## src/rtl/dram_mux_pkg.sv

```systemverilog
package dram_mux_pkg;
    typedef enum logic [1:0] {
        ST_IDLE = 2'd0,
        ST_ROW  = 2'd1,
        ST_COL  = 2'd2,
        ST_PRE  = 2'd3
    } seq_state_t;

    typedef enum logic [1:0] {
        SZ_NONE = 2'b00,
        SZ_8M   = 2'b01,
        SZ_32M  = 2'b10,
        SZ_RSVD = 2'b11
    } bank_size_t;
endpackage

```

## src/rtl/dram_bank_decode.sv

```systemverilog
module dram_bank_decode
    import dram_mux_pkg::*;
#(
    parameter int NUM_BANKS  = 4,
    parameter int SEG_BITS   = 25,
    parameter int SMALL_BITS = 23,
    localparam int BANK_W    = $clog2(NUM_BANKS)
) (
    input  logic                     clk,
    input  logic                     rst_n,
    input  logic                     cfg_we,
    input  logic [BANK_W-1:0]        cfg_bank,
    input  logic [1:0]               cfg_size,
    input  logic [BANK_W-1:0]        bank,
    input  logic [SEG_BITS-1:SMALL_BITS] off_hi,
    output logic                     hit
);
    bank_size_t pop [NUM_BANKS];

    always_ff @(posedge clk or negedge rst_n) begin
        if (!rst_n) begin
            for (int i = 0; i < NUM_BANKS; i++) pop[i] <= SZ_NONE;
        end else if (cfg_we) begin
            pop[cfg_bank] <= bank_size_t'(cfg_size);
        end
    end

    always_comb begin
        unique case (pop[bank])
            SZ_32M:  hit = 1'b1;
            SZ_8M:   hit = (off_hi == '0);
            default: hit = 1'b0;
        endcase
    end

    AST_POP_WRITE: assert property (@(posedge clk) disable iff (!rst_n)
        cfg_we |=> pop[$past(cfg_bank)] == bank_size_t'($past(cfg_size)));
endmodule

```

## src/rtl/dram_rc_split.sv

```systemverilog
module dram_rc_split #(
    parameter int WORD_BITS = 22,
    parameter int MA_W      = 12,
    localparam int COL_WIDE = WORD_BITS / 2,
    localparam int COL_NARW = COL_WIDE - 1
) (
    input  logic [WORD_BITS-1:0] word,
    input  logic                 geom_12x10,
    output logic [MA_W-1:0]      row,
    output logic [MA_W-1:0]      col
);
    logic [WORD_BITS-1:0] row_wide, row_narw;

    assign row_wide = word >> COL_WIDE;
    assign row_narw = word >> COL_NARW;

    always_comb begin
        row = '0;
        col = '0;
        if (geom_12x10) begin
            row = row_narw[MA_W-1:0];
            col[COL_NARW-1:0] = word[COL_NARW-1:0];
        end else begin
            row = row_wide[MA_W-1:0];
            col[COL_WIDE-1:0] = word[COL_WIDE-1:0];
        end
    end
endmodule

```

## src/rtl/dram_seq.sv

```systemverilog
module dram_seq
    import dram_mux_pkg::*;
#(
    parameter int NUM_BANKS = 4,
    parameter int MA_W      = 12,
    parameter int T_ROW     = 2,
    parameter int T_COL     = 2,
    parameter int T_PRE     = 1,
    localparam int BANK_W   = $clog2(NUM_BANKS),
    localparam int T_MAX    = (T_ROW > T_COL) ? ((T_ROW > T_PRE) ? T_ROW : T_PRE)
                                              : ((T_COL > T_PRE) ? T_COL : T_PRE),
    localparam int CNT_W    = $clog2(T_MAX + 1)
) (
    input  logic                 clk,
    input  logic                 rst_n,
    input  logic                 start,
    input  logic                 ok,
    input  logic [BANK_W-1:0]    bank,
    input  logic [MA_W-1:0]      row,
    input  logic [MA_W-1:0]      col,
    output logic                 busy,
    output logic                 err,
    output logic [NUM_BANKS-1:0] ras_n,
    output logic                 cas_n,
    output logic [MA_W-1:0]      ma
);
    seq_state_t          state;
    logic [CNT_W-1:0]    cnt;
    logic [BANK_W-1:0]   bank_q;
    logic [MA_W-1:0]     row_q, col_q;
    logic                err_q;

    always_ff @(posedge clk or negedge rst_n) begin
        if (!rst_n) begin
            state  <= ST_IDLE;
            cnt    <= '0;
            bank_q <= '0;
            row_q  <= '0;
            col_q  <= '0;
            err_q  <= 1'b0;
        end else begin
            err_q <= 1'b0;
            unique case (state)
                ST_IDLE: if (start) begin
                    if (ok) begin
                        state  <= ST_ROW;
                        cnt    <= CNT_W'(T_ROW - 1);
                        bank_q <= bank;
                        row_q  <= row;
                        col_q  <= col;
                    end else begin
                        err_q <= 1'b1;
                    end
                end
                ST_ROW: if (cnt == '0) begin
                    state <= ST_COL;
                    cnt   <= CNT_W'(T_COL - 1);
                end else cnt <= cnt - 1'b1;
                ST_COL: if (cnt == '0) begin
                    state <= ST_PRE;
                    cnt   <= CNT_W'(T_PRE - 1);
                end else cnt <= cnt - 1'b1;
                ST_PRE: if (cnt == '0) begin
                    state <= ST_IDLE;
                end else cnt <= cnt - 1'b1;
            endcase
        end
    end

    always_comb begin
        ras_n = '1;
        cas_n = 1'b1;
        ma    = '0;
        busy  = (state != ST_IDLE);
        err   = err_q;
        unique case (state)
            ST_IDLE: ;
            ST_ROW: begin
                ras_n[bank_q] = 1'b0;
                ma            = row_q;
            end
            ST_COL: begin
                ras_n[bank_q] = 1'b0;
                cas_n         = 1'b0;
                ma            = col_q;
            end
            ST_PRE: ;
        endcase
    end

    AST_ONE_RAS: assert property (@(posedge clk) disable iff (!rst_n)
        $onehot0(~ras_n));
    AST_ERR_NO_STROBE: assert property (@(posedge clk) disable iff (!rst_n)
        err |-> (&ras_n && cas_n && !busy));
    AST_RAS_BEFORE_CAS: assert property (@(posedge clk) disable iff (!rst_n)
        $fell(cas_n) |-> !(&$past(ras_n)));
    AST_PRECHARGE: assert property (@(posedge clk) disable iff (!rst_n)
        $rose(cas_n) |-> &ras_n);
    AST_ROW_STABLE: assert property (@(posedge clk) disable iff (!rst_n)
        (state == ST_ROW && $past(state) == ST_ROW) |-> $stable(ma));
endmodule

```

## src/rtl/dram_addr_mux.sv

```systemverilog
module dram_addr_mux
    import dram_mux_pkg::*;
#(
    parameter int NUM_BANKS  = 4,
    parameter int SEG_BITS   = 25,
    parameter int SMALL_BITS = 23,
    parameter int OFF_BITS   = 3,
    parameter int MA_W       = 12,
    parameter int T_ROW      = 2,
    parameter int T_COL      = 2,
    parameter int T_PRE      = 1,
    localparam int BANK_W    = $clog2(NUM_BANKS),
    localparam int ADDR_W    = SEG_BITS + BANK_W,
    localparam int WORD_BITS = SEG_BITS - OFF_BITS
) (
    input  logic                 clk,
    input  logic                 rst_n,
    input  logic                 cfg_we,
    input  logic [BANK_W-1:0]    cfg_bank,
    input  logic [1:0]           cfg_size,
    input  logic                 geom_12x10,
    input  logic                 req_valid,
    input  logic [ADDR_W-1:0]    req_addr,
    output logic                 busy,
    output logic                 err,
    output logic [NUM_BANKS-1:0] ras_n,
    output logic                 cas_n,
    output logic [MA_W-1:0]      ma
);
    logic [BANK_W-1:0] bank;
    logic [MA_W-1:0]   row, col;
    logic              hit;

    assign bank = req_addr[ADDR_W-1:SEG_BITS];

    dram_bank_decode #(
        .NUM_BANKS(NUM_BANKS), .SEG_BITS(SEG_BITS), .SMALL_BITS(SMALL_BITS)
    ) u_dec (
        .clk(clk), .rst_n(rst_n), .cfg_we(cfg_we), .cfg_bank(cfg_bank),
        .cfg_size(cfg_size), .bank(bank),
        .off_hi(req_addr[SEG_BITS-1:SMALL_BITS]), .hit(hit)
    );

    dram_rc_split #(.WORD_BITS(WORD_BITS), .MA_W(MA_W)) u_split (
        .word(req_addr[SEG_BITS-1:OFF_BITS]), .geom_12x10(geom_12x10),
        .row(row), .col(col)
    );

    dram_seq #(
        .NUM_BANKS(NUM_BANKS), .MA_W(MA_W),
        .T_ROW(T_ROW), .T_COL(T_COL), .T_PRE(T_PRE)
    ) u_seq (
        .clk(clk), .rst_n(rst_n), .start(req_valid), .ok(hit), .bank(bank),
        .row(row), .col(col), .busy(busy), .err(err), .ras_n(ras_n),
        .cas_n(cas_n), .ma(ma)
    );

    AST_BUSY_NO_ERR: assert property (@(posedge clk) disable iff (!rst_n)
        busy |=> !err);
endmodule

```

## config.mk

```make
export PLATFORM = sky130hd
export DESIGN_NAME = dram_addr_mux
export DESIGN_NICKNAME = d
export VERILOG_FILES = /design/src/rtl/dram_mux_pkg.sv /design/src/rtl/dram_bank_decode.sv /design/src/rtl/dram_rc_split.sv /design/src/rtl/dram_seq.sv /design/src/rtl/dram_addr_mux.sv
export SDC_FILE = /design/constraint.sdc
export NUM_CORES = 1
export LEC_CHECK = 0
export ABC_AREA = 1
export BUFFER_PORTS_ARGS = -buffer_cell sky130_fd_sc_hd__buf_2
export CELL_PAD_IN_SITES_DETAIL_PLACEMENT = 1
export CELL_PAD_IN_SITES_GLOBAL_PLACEMENT = 2
export CORE_MARGIN = 5
export CORE_UTILIZATION = 27
export CTS_BUF_LIST = sky130_fd_sc_hd__clkbuf_16
export CTS_CLUSTER_SIZE = 8
export DETAILED_ROUTE_END_ITERATION = 10
export PLACE_DENSITY = 0.77
export SYNTH_ARGS = -nofsm -noshare
export SYNTH_HDL_FRONTEND = slang
export SYNTH_HIERARCHICAL = 1
export SYNTH_SLANG_ARGS = --single-unit
```

## constraint.sdc

```tcl
create_clock -name clk -period 1.7 [get_ports clk]
set_input_delay 0 -clock clk [delete_from_list [all_inputs] [get_ports clk]]
set_output_delay 0 -clock clk [all_outputs]
set_load 0.005 [all_outputs]
```

==> run metrics, run 1 <==
crit path capture type=flip-flop; DRC=0; Sum Neg Setup Slack=-2.76 ns; nets=446; DRT iter0 DRCs=79; biggest area consumer among synthesized cells=dfrtp_1; ys flop type=dfrtp_1; synthesis-to-layout area growth=34.8%; Synth top area share=39.9%; clk_lat worst skew=0.28 ns; first-pass GRT wire length=11100 um; die area=11100 um2; post-layout min period=1.83 ns; Post-Syn Area=2450 um2; crit-path max FO=7; Num Clock Sinks=39; Root Driver=clkbuf_16; Req. time, crit path=1.88 ns; count of different cell masters after synthesis=20; grt total ovfl=0; vias=2267; Cells after Synth=329; Crit path arrival time=2.01 ns; Worst path top cell family by delay=simple AND/OR/NAND/NOR gates; most frequent CP cell=nand2_1; Setup crit start kind=flip-flop; Final WS setup=-0.132 ns; vias in the first global route=2222; chip width=105 um; Hold/Removal Path Class=input pin to flip-flop; Initial Util=27.9%; Slowest-stage cell, CP=dfrtp_1; violated checks=negative setup slack; GPL Wtd Cong=0.747; reg-to-reg slack, setup=-0.13 ns; overall routing resource usage=12.2%; FILL cells=1078; Static Leak=1.75 nW; Placeable Area=8760 um2; DPL Wire Length=4810 um; clock buffer depth=2; Cell Pwr Density=1430 nW/um2; crit-path cells=nand2_1, nand3_1, nand2_1, ha_2, nand2_1, a21oi_1, buf_4, nand3_4, clkbuf_16, nand2_2, o21ai_2; CTS tree=built; CTS clk-pin slew, worst paths=0.06 ns; pin count of the biggest net entering global routing=53; max capacitance violation total=0; fraction of layout cells with a size suffix above 1=35.3%; WL/cell=14.7 um; Post-Route WL=7450 um; Routed Antenna Nets=0; dpl cell area=2730 um2; status=finished, violations left; crit share post-route=108%; post-synthesis async set-or-reset flop share=100%; post-synthesis sequential area ratio=39.9%; WP buf/inv=2; critical path class=flip-flop to flip-flop; CP max stage delay=0.39 ns; Avg Inst Size Synth=7.44 um2; worst vdd ir=0.454 mV; register area=977 um2; Num CTS Buffers=5; final slew viol count=0; most instantiated cells after synthesis=136 x nand2_1, 48 x inv_1, 39 x dfrtp_1, 22 x o21ai_2, 14 x nand3_1; area occupied by multi-input gates=1250 um2; EDFF count, synth=0; Post-Syn Nets=376; cell row count=34; cell with the most instances after synthesis=nand2_1; fin area=3300 um2; Yosys Warn Count=6; Worst Tran Pin Value=0.520 ns; RSZ-0062 raised after global routing=yes; ranking of synthesized cells by area=dfrtp_1 40%, nand2_1 21%, o21ai_2 7.9%, inv_1 7.4%, ha_1 5.6%; final hold violation count=0; I/O Buffers=51; Synth Register Bits=39; diode count=0; vias per inst=4.46; io pins=55; final setup violation count=29; Die Ht=105 um; TritonRoute pass-1 iters=4; Slew Limit Headroom=65.4%; initial antenna violation count=0; fmax=546 MHz; H-tree Lvls=2; clock skew=0.00782 ns
-- cell families (layout without fill, tap and decap cells) --
family	Yosys count	in the layout	share of synthesized area, %
AND/OR/NAND/NOR	161	161	26.4
buffers and inverters	70	141	14.7
AO/OA/AOI/OAI	47	47	13.3
flip-flops	39	39	39.9
adder cells (fa/ha/maj)	11	11	5.62
other	1	1	0.153
-- power breakdown --
| part | switching [mW] | internal, mW |
|---|---|---|
| Sequential | 0.270 | 1.29 |
| Clock | 0.371 | 0.533 |
| Combinational | 1.29 | 0.962 |
| Total | 1.93 | 2.79 |
-- layer usage --
| layer | up-vias | track usage, % | wire, um |
|---|---|---|---|
| met1 | 1087 | 17.0 | 3610 |
| met2 | 40 | 18.9 | 3420 |
| met4 | 0 | 3.84 | 133 |
| met3 | 9 | 2.44 | 290 |
| met5 | - | 0 | 0 |
| li1 | 1131 | - | - |
-- area by class of cell --
type                       instances  share of cell area (%)
sequential                        39                    29.6
timing repair buffer              83                    18.4
timing repair inverter             1                   0.227
clock inverter                     3                   0.455
multi-input combinational        220                    37.8
inverter                          49                    5.68
clock buffer                       5                    3.79
tap                              108                    4.09
-- cell usage in the layout (no fill, tap or decap), drive strengths merged --
cell | synthesis | layout
dfrtp | 39 | 39
inv | 49 | 48
o21ai | 32 | 32
clkinvlp | 0 | 3
dlygate4sd3 | 0 | 11
nand4 | 2 | 2
nor2 | 6 | 6
clkinv | 0 | 2
nor3b | 1 | 1
ha | 11 | 11
clkbuf | 0 | 8
conb | 1 | 1
a21oi | 15 | 15
buf | 21 | 69
nand3 | 15 | 15
nand2 | 137 | 137
-- registers in the layout, summed over array words and instances (netlist names) --
register      flops
u_seq/err         1
u_seq/row_q      12
u_seq/bank_q      2
u_seq/cnt         2
u_seq/col_q      12
u_seq/state       2
u_dec/pop         8
-- stage by stage --
stage	power (mW)	std cells	setup slack, ns	hold WS [ns]	utilization [%]
floorplan	2.70	329	0.0318	-0.296	-
global placement	3.25	474	-0.00569	0.0961	31.1
detailed placement	3.35	474	-0.0639	0.109	31.1
CTS	4.48	495	-0.0779	0.00482	34.6
global route	5.13	508	-0.233	0.00494	37.7
finish	4.72	508	-0.132	0.00535	37.7
-- final timing paths --
path	startpoint	to	depth (start not counted)
max	u_dec/pop[5]$_DFFE_PN0P_	u_seq/col_q[4]$_DFFE_PN0P_	11
max reg2reg	u_dec/pop[5]$_DFFE_PN0P_	u_seq/col_q[4]$_DFFE_PN0P_	11
max in group asynchronous	rst_n	u_seq/state[0]$_DFFE_PN0P_	3
min	cfg_size[1]	u_dec/pop[7]$_DFFE_PN0P_	3
min in group asynchronous	rst_n	u_seq/col_q[11]$_DFFE_PN0P_	3
min reg2reg	u_seq/col_q[5]$_DFFE_PN0P_	u_seq/col_q[5]$_DFFE_PN0P_	2
-- worst register-to-register path, cell delays in order (launching register included) --
cell and delay [ns]:
dfrtp_1 0.39, nand2_1 0.09, nand3_1 0.09, nand2_1 0.08
ha_2 0.17, nand2_1 0.05, a21oi_1 0.15, buf_4 0.15
nand3_4 0.18, clkbuf_16 0.26, nand2_2 0.07, o21ai_2 0.05
-- timing repair --
item	4_1_cts	5_1_grt
hold buffers	11	0
buffers inserted	1	7
endpoints found under the setup margin	38	38
cloned	1	6
gates resized for setup	11	32
endpoints found under the hold margin	49	0
pin swaps	0	5
No activity file was read; power rests on OpenSTA's default activity.
==> inputs of run 2 (changes only) <==
--- a/config.mk
+++ b/config.mk
@@ -10,11 +10,11 @@
 export CELL_PAD_IN_SITES_DETAIL_PLACEMENT = 1
 export CELL_PAD_IN_SITES_GLOBAL_PLACEMENT = 2
 export CORE_MARGIN = 5
-export CORE_UTILIZATION = 27
+export CORE_UTILIZATION = 30
 export CTS_BUF_LIST = sky130_fd_sc_hd__clkbuf_16
 export CTS_CLUSTER_SIZE = 8
 export DETAILED_ROUTE_END_ITERATION = 10
-export PLACE_DENSITY = 0.77
+export PLACE_DENSITY = 0.81
 export SYNTH_ARGS = -nofsm -noshare
 export SYNTH_HDL_FRONTEND = slang
 export SYNTH_HIERARCHICAL = 1
==> constraint.sdc (replaced) <==
create_clock -name clk -period 1.8 [get_ports clk]
set_input_delay 0 -clock clk [delete_from_list [all_inputs] [get_ports clk]]
set_output_delay 0 -clock clk [all_outputs]
set_load 0.005 [all_outputs]
==> run 2 against run 1 <==
  * The flow now finishes without violations
  * Hold slack got worse by 0.0039 ns
  * First-iteration DRC count decreased by 44%
  * Non-clock buffer count decreased by 7
  * Critical path depth decreased by 5
  * Combinational power decreased by 16%
  * Clock skew decreased by 0.0020 ns
  * Via count decreased by 4.9%
  * Clock-buffer cell count unchanged
  * Critical path type is now flip-flop to output pin
  * Critical endpoint is now ma[6]
  * Largest cell class unchanged
==> run metrics, run 2 (synthesis gave the netlist of run 1 again) <==
clk_lat worst skew=0.28 ns; Setup crit start kind=flip-flop; Post-Route WL=6320 um; status=finished clean; Placeable Area=8090 um2; grt total ovfl=0; internal power=2.68 mW; Root Driver=clkbuf_16; I/O Buffers=51; Num Clock Sinks=39; synthesis-to-layout area growth=28.2%; CTS clk-pin slew, worst paths=0.06 ns; R2R Path Start=u_dec/pop[0]$_DFFE_PN0P_; dpl cell area=2730 um2; Initial Util=30.3%; most common cell after layout, fill and taps aside=nand2_1; post-layout min period=1.67 ns; crit-path max FO=10; Final WS setup=0.132 ns; diode count=0; Worst Hold Endpoint=u_seq/col_q[6]$_DFFE_PN0P_; Switch Pwr=1.67 mW; vias=2155; reg-to-reg slack, setup=0.15 ns; Crit path arrival time=1.67 ns; commonest non-fill, non-tap cells in the layout=132 x nand2_1, 51 x buf_2, 46 x inv_1, 38 x dfrtp_1, 22 x o21ai_2; vias per inst=4.34; die area=10100 um2; final hold violation count=0; crit path capture type=output pin; pin count of the biggest net entering global routing=27; first-pass GRT wire length=10600 um; Die Ht=100 um; clock buffer depth=2; Clock power frac=23.4%; DRT iter0 DRCs=44; chip width=100 um; worst vdd ir=0.396 mV; Static Leak=1.70 nW; Num CTS Buffers=5; Largest regs=u_seq/col_q (12), u_seq/row_q (12), u_dec/pop (8); Req. time, crit path=1.80 ns; nets=438; total power=4.35 mW; fmax=600 MHz; fraction of layout cells with a size suffix above 1=28.3%; pre-CTS setup slack=-0.0217 ns; GPL Wtd Cong=0.816; Routed Antenna Nets=0; sequential share of power=33.0%; cell row count=33; overall routing resource usage=13.1%; final setup violation count=0; Reg2Reg Capture Point=u_seq/row_q[7]$_DFFE_PN0P_; final slew viol count=0; initial antenna violation count=0; switching portion of total power=38.5%; clock skew=0.00583 ns; hold depth=3; TritonRoute pass-1 iters=4; Cell Pwr Density=1390 nW/um2; cell count after placement=470; combinational power share=43.6%; critical path class=flip-flop to output pin; FILL cells=1043; WL/cell=12.7 um; DRC=0; H-tree Lvls=2; Hold/Removal Path Class=input pin to flip-flop; fin area=3140 um2; io pins=55; DPL Wire Length=4770 um; final non-filler cell total=497; reg2reg path depth=10; CTS tree=built; minimum hold slack=0.00147 ns; vias in the first global route=2197; crit share post-route=92.7%; max capacitance violation total=0; min-delay src=req_addr[9]
==> run 2: cell types whose count changed in the layout (fill, tap and decap cells not counted), sizes merged <==
cell and delta:
buf -5, bufinv +1, clkbuf -3, clkinvlp -2, dlygate4sd3 +1
==> run 2: critical path: stages (launching register included) <==
cell	delay [ns]
dfrtp_2	0.43
inv_2	0.09
ha_4	0.31
clkinvlp_4	0.08
buf_4	0.18
a21oi_1	0.15
buf_2	0.14
==> run 2: per-stage QoR <==
step | TNS [ns] | util, %
floorplan | 0 | -
global placement | 0 | 33.7
detailed placement | -0.0419 | 33.7
CTS | 0 | 37.8
global route | -0.0190 | 38.8
finish | 0 | 38.8
==> run 2: how the worst max path moves through the flow <==
stage                          startpoint                    endpoint  slack (ns)  cells past startpoint
2_1_floorplan    u_dec/pop[1]$_DFFE_PN0P_  u_seq/col_q[0]$_DFFE_PN0P_        0.13                     10
3_3_place_gp     u_dec/pop[3]$_DFFE_PN0P_    u_seq/cnt[1]$_DFFE_PN0P_        0.03                     12
3_5_place_dp     u_dec/pop[3]$_DFFE_PN0P_  u_seq/row_q[7]$_DFFE_PN0P_       -0.02                     10
4_1_cts        u_seq/state[0]$_DFFE_PN0P_                       ma[8]        0.03                      6
5_1_grt          u_dec/pop[0]$_DFFE_PN0P_    u_seq/cnt[0]$_DFFE_PN0P_       -0.02                     13
6_report       u_seq/state[0]$_DFFE_PN0P_                       ma[6]        0.13                      6
==> run 2: power groups by stage <==
stage,clock network (mW),logic (mW),registers [mW]
after global placement,0,1.60,1.44
after floorplan,0,1.16,1.39
after CTS,1.04,1.80,1.44
final,1.02,1.90,1.44
after global routing,1.08,2.15,1.48
after detailed placement,0,1.64,1.46
==> run 2: cell type report <==
class	count	area, um2	share of cell area, %
Inverter	49	188	5.98
Multi-Input combinational cell	220	1170	37.4
Tap cell	105	131	4.19
Sequential cell	39	977	31.1
Clock buffer	5	125	3.99
Clock inverter	3	43.8	1.40
Timing Repair Buffer	76	498	15.9
==> run 2: what timing repair did <==
action	4_1_cts	5_1_grt
pin swaps	0	3
endpoints found under the setup margin	26	39
hold endpoints to repair	30	0
hold buffers	12	0
resized for setup	5	10
setup buffers	3	4
==> run 2: routing by layer <==
metal / global-route usage (%) / part of all wire, % / wire length, um / vias up
li1: - / - / - / 1114
met5: 0 / 0 / 0 / -
met1: 18.2 / 48 / 3040 / 1001
met2: 20.8 / 47 / 2960 / 34
met4: 3.73 / 1.4 / 86 / 0
met3: 2.36 / 3.7 / 237 / 6
==> inputs of run 3 (changes only) <==
--- a/config.mk
+++ b/config.mk
@@ -5,16 +5,16 @@
 export SDC_FILE = /design/constraint.sdc
 export NUM_CORES = 1
 export LEC_CHECK = 0
-export ABC_AREA = 1
+export ABC_AREA = 0
 export BUFFER_PORTS_ARGS = -buffer_cell sky130_fd_sc_hd__buf_2
 export CELL_PAD_IN_SITES_DETAIL_PLACEMENT = 1
 export CELL_PAD_IN_SITES_GLOBAL_PLACEMENT = 2
 export CORE_MARGIN = 5
-export CORE_UTILIZATION = 30
+export CORE_UTILIZATION = 36
 export CTS_BUF_LIST = sky130_fd_sc_hd__clkbuf_16
 export CTS_CLUSTER_SIZE = 8
 export DETAILED_ROUTE_END_ITERATION = 10
-export PLACE_DENSITY = 0.81
+export PLACE_DENSITY = 0.82
 export SYNTH_ARGS = -nofsm -noshare
 export SYNTH_HDL_FRONTEND = slang
 export SYNTH_HIERARCHICAL = 1
==> run 3 against run 2 <==
  * The run now ends with negative setup slack left
  * Routed wire length fell by 13%
  * Sequential share of layout area rose by 1.3 points
  * Critical path depth rose by 2
  * Largest cell class unchanged
==> run metrics, run 3 <==
fraction of layout cells with a size suffix above 1=54.9%; clock skew=0.00264 ns; combinational power share=49.2%; Num CTS Buffers=5; cell with the most instances after synthesis=dfrtp_1; Post-Syn Nets=227; Initial Util=37.0%; Die Ht=90.6 um; synthesis-to-layout area growth=28.8%; H-tree Lvls=2; switching portion of total power=34.2%; Global Route met1 Usage=17.3%; Slowest-stage cell, CP=mux4_2; vias in the first global route=1770; synthesized-area fraction occupied by adder cells=5.89%; first-pass GRT wire length=8960 um; grt total ovfl=0; Req. time, crit path=1.97 ns; Final WS setup=-0.553 ns; violated checks=negative setup slack; clk_lat worst skew=0.28 ns; minimum hold slack=0.00341 ns; most common cell after layout, fill and taps aside=buf_2; max capacitance violation total=0; post-synthesis async set-or-reset flop share=100%; internal power=2.99 mW; CP max stage delay=0.49 ns; status=finished, violations left; WL/cell=17.1 um; TritonRoute pass-1 iters=3; Largest regs=u_seq/col_q (12), u_seq/row_q (12), u_dec/pop (8); complex-gate fraction of the synthesized area=7.66%; largest family of logic cells by synthesized area=multiplexers; die area=8200 um2; cell row count=29; met3 Resource Use GR=3.58%; ys flop type=dfrtp_1; worst vdd ir=0.902 mV; Placeable Area=6310 um2; CTS tree=built; final hold violation count=0; Cells after Synth=180; Root Driver=clkbuf_16; crit share post-route=131%; fin area=3010 um2; biggest area consumer among synthesized cells=dfrtp_1; Setup crit start kind=flip-flop; GPL Wtd Cong=0.774; final non-filler cell total=323; io pins=55; initial antenna violation count=0; clock buffer depth=2; total power=4.55 mW; I/O Buffers=51; ranking of synthesized cells by area=dfrtp_1 42%, mux2_4 18%, mux2_2 8.2%, ha_1 5.9%, a22oi_1 3.9%; Crit path arrival time=2.52 ns; met2 Usage GRT=22.3%; Clock power frac=18.7%; Yosys Warn Count=6; WP buf/inv=2; final slew viol count=0; Num Clock Sinks=39; count of different cell masters after synthesis=33; Post-Route WL=5520 um; final setup violation count=31; DRT iter0 DRCs=37; post-synthesis sequential area ratio=41.8%; DPL Wire Length=3910 um; vias=1566; Static Leak=1.46 nW; Post-Syn Area=2340 um2; RSZ-0062 raised after global routing=yes; Switch Pwr=1.55 mW; crit-path max FO=26; cell count after placement=301; Final Util=47.6%; crit-path cells=mux4_2, inv_2, ha_4, or3b_4, a21oi_4, nand3_4, buf_12, mux2_4; EDFF count, synth=0; Worst path top cell family by delay=multiplexers; Synth Register Bits=39; diode count=0; sequential share of power=32.1%; critical path class=flip-flop to flip-flop; overall routing resource usage=13.7%; crit path capture type=flip-flop; Synth top area share=41.8%; commonest non-fill, non-tap cells in the layout=51 x buf_2, 39 x dfrtp_1, 29 x mux2_4, 17 x mux2_2, 13 x dlygate4sd3_1; FILL cells=683; vias per inst=4.85; fmax=425 MHz; DRC=0; simple-gate portion of the synthesized area=8.57%; Avg Inst Size Synth=13.0 um2; Post-Synth XOR/XNOR Area=0%; nets=292; gr busiest metal=met2; most instantiated cells after synthesis=39 x dfrtp_1, 28 x mux2_4, 17 x mux2_2, 12 x a22oi_1, 12 x nor2b_1; dpl cell area=2660 um2; chip width=90.6 um; post-layout min period=2.35 ns; pin count of the biggest net entering global routing=27; Routed Antenna Nets=0; Cell Pwr Density=1510 nW/um2; post-synthesis mux area share=28.6%; Hold/Removal Path Class=input pin to flip-flop; CTS clk-pin slew, worst paths=0.06 ns
run 3: cell types whose count changed in the layout (fill, tap and decap cells not counted), moves of 17 or more:
cell | before | now
nand2_1 | 132 | 2
inv_1 | 46 | 8
mux2_4 | 0 | 29
o21ai_2 | 22 | 0
mux2_2 | 0 | 17
run 3: worst paths after layout:
kind                                               start                          end  slack, ns  cells past startpoint
min in group asynchronous                          rst_n   u_seq/row_q[6]$_DFFE_PN0P_       0.14                      2
worst max-delay path            u_dec/pop[3]$_DFFE_PN0P_   u_seq/col_q[8]$_DFFE_PN0P_      -0.55                      8
worst max register to register  u_dec/pop[3]$_DFFE_PN0P_   u_seq/col_q[8]$_DFFE_PN0P_      -0.55                      8
worst min register to register  u_dec/pop[7]$_DFFE_PN0P_     u_dec/pop[7]$_DFFE_PN0P_       0.50                      1
max in group asynchronous                          rst_n  u_seq/row_q[11]$_DFFE_PN0P_       1.13                      3
worst min-delay path                         cfg_size[0]     u_dec/pop[4]$_DFFE_PN0P_      0.003                      2
run 3: cell type report:
class,instances,area [um2],area share [%]
Inverter,10,37.5,1.25
Multi-Input combinational cell,113,1270,42.2
Tap cell,77,96.3,3.20
Clock buffer,5,125,4.16
Clock inverter,3,15.0,0.499
Timing Repair Buffer,76,488,16.2
Sequential cell,39,976,32.4
run 3: cells by family after synthesis:
group                    after synthesis
AO/OA/AOI/OAI                         25
adder cells (fa/ha/maj)               11
buffers and inverters                 28
flip-flops                            39
multiplexers                          48
other                                  1
AND/OR/NAND/NOR                       28
run 3: metrics by stage:
stage	TNS [ns]	setup WS [ns]
after global routing	-17.24	-0.600
final	-15.60	-0.553
after global placement	-14.22	-0.506
after CTS	-16.61	-0.577
after detailed placement	-15.94	-0.613
after floorplan	-12.57	-0.481
run 3: timing repair:
action,in CTS,in global routing
resized for setup,4,11
pin swaps,2,1
buffers inserted,1,0
setup endpoints to repair,31,36
hold buffers,13,0
endpoints found under the hold margin,53,0
run 3: metal layers:
| layer | vias to the layer above | routed length, um |
|---|---|---|
| met2 | 30 | 2780 |
| met3 | 10 | 197 |
| met4 | 0 | 101 |
| li1 | 752 | - |
| met5 | - | 0 |
| met1 | 774 | 2450 |
run 3: worst reg2reg max path, stage by stage, from the launching register on:
cell	delay [ns]
dfrtp_1	0.38
mux4_2	0.49
inv_2	0.09
ha_4	0.11
or3b_4	0.37
a21oi_4	0.19
nand3_4	0.10
buf_12	0.18
mux2_4	0.33
run 3: power by group through the flow:
| stage | sequential [mW] | clock [mW] | combinational, mW |
|---|---|---|---|
| global placement | 1.44 | 0 | 1.92 |
| floorplan | 1.40 | 0 | 1.33 |
| CTS | 1.46 | 0.873 | 2.07 |
| global route | 1.51 | 0.908 | 2.45 |
| finish | 1.46 | 0.850 | 2.24 |
| detailed placement | 1.46 | 0 | 1.98 |
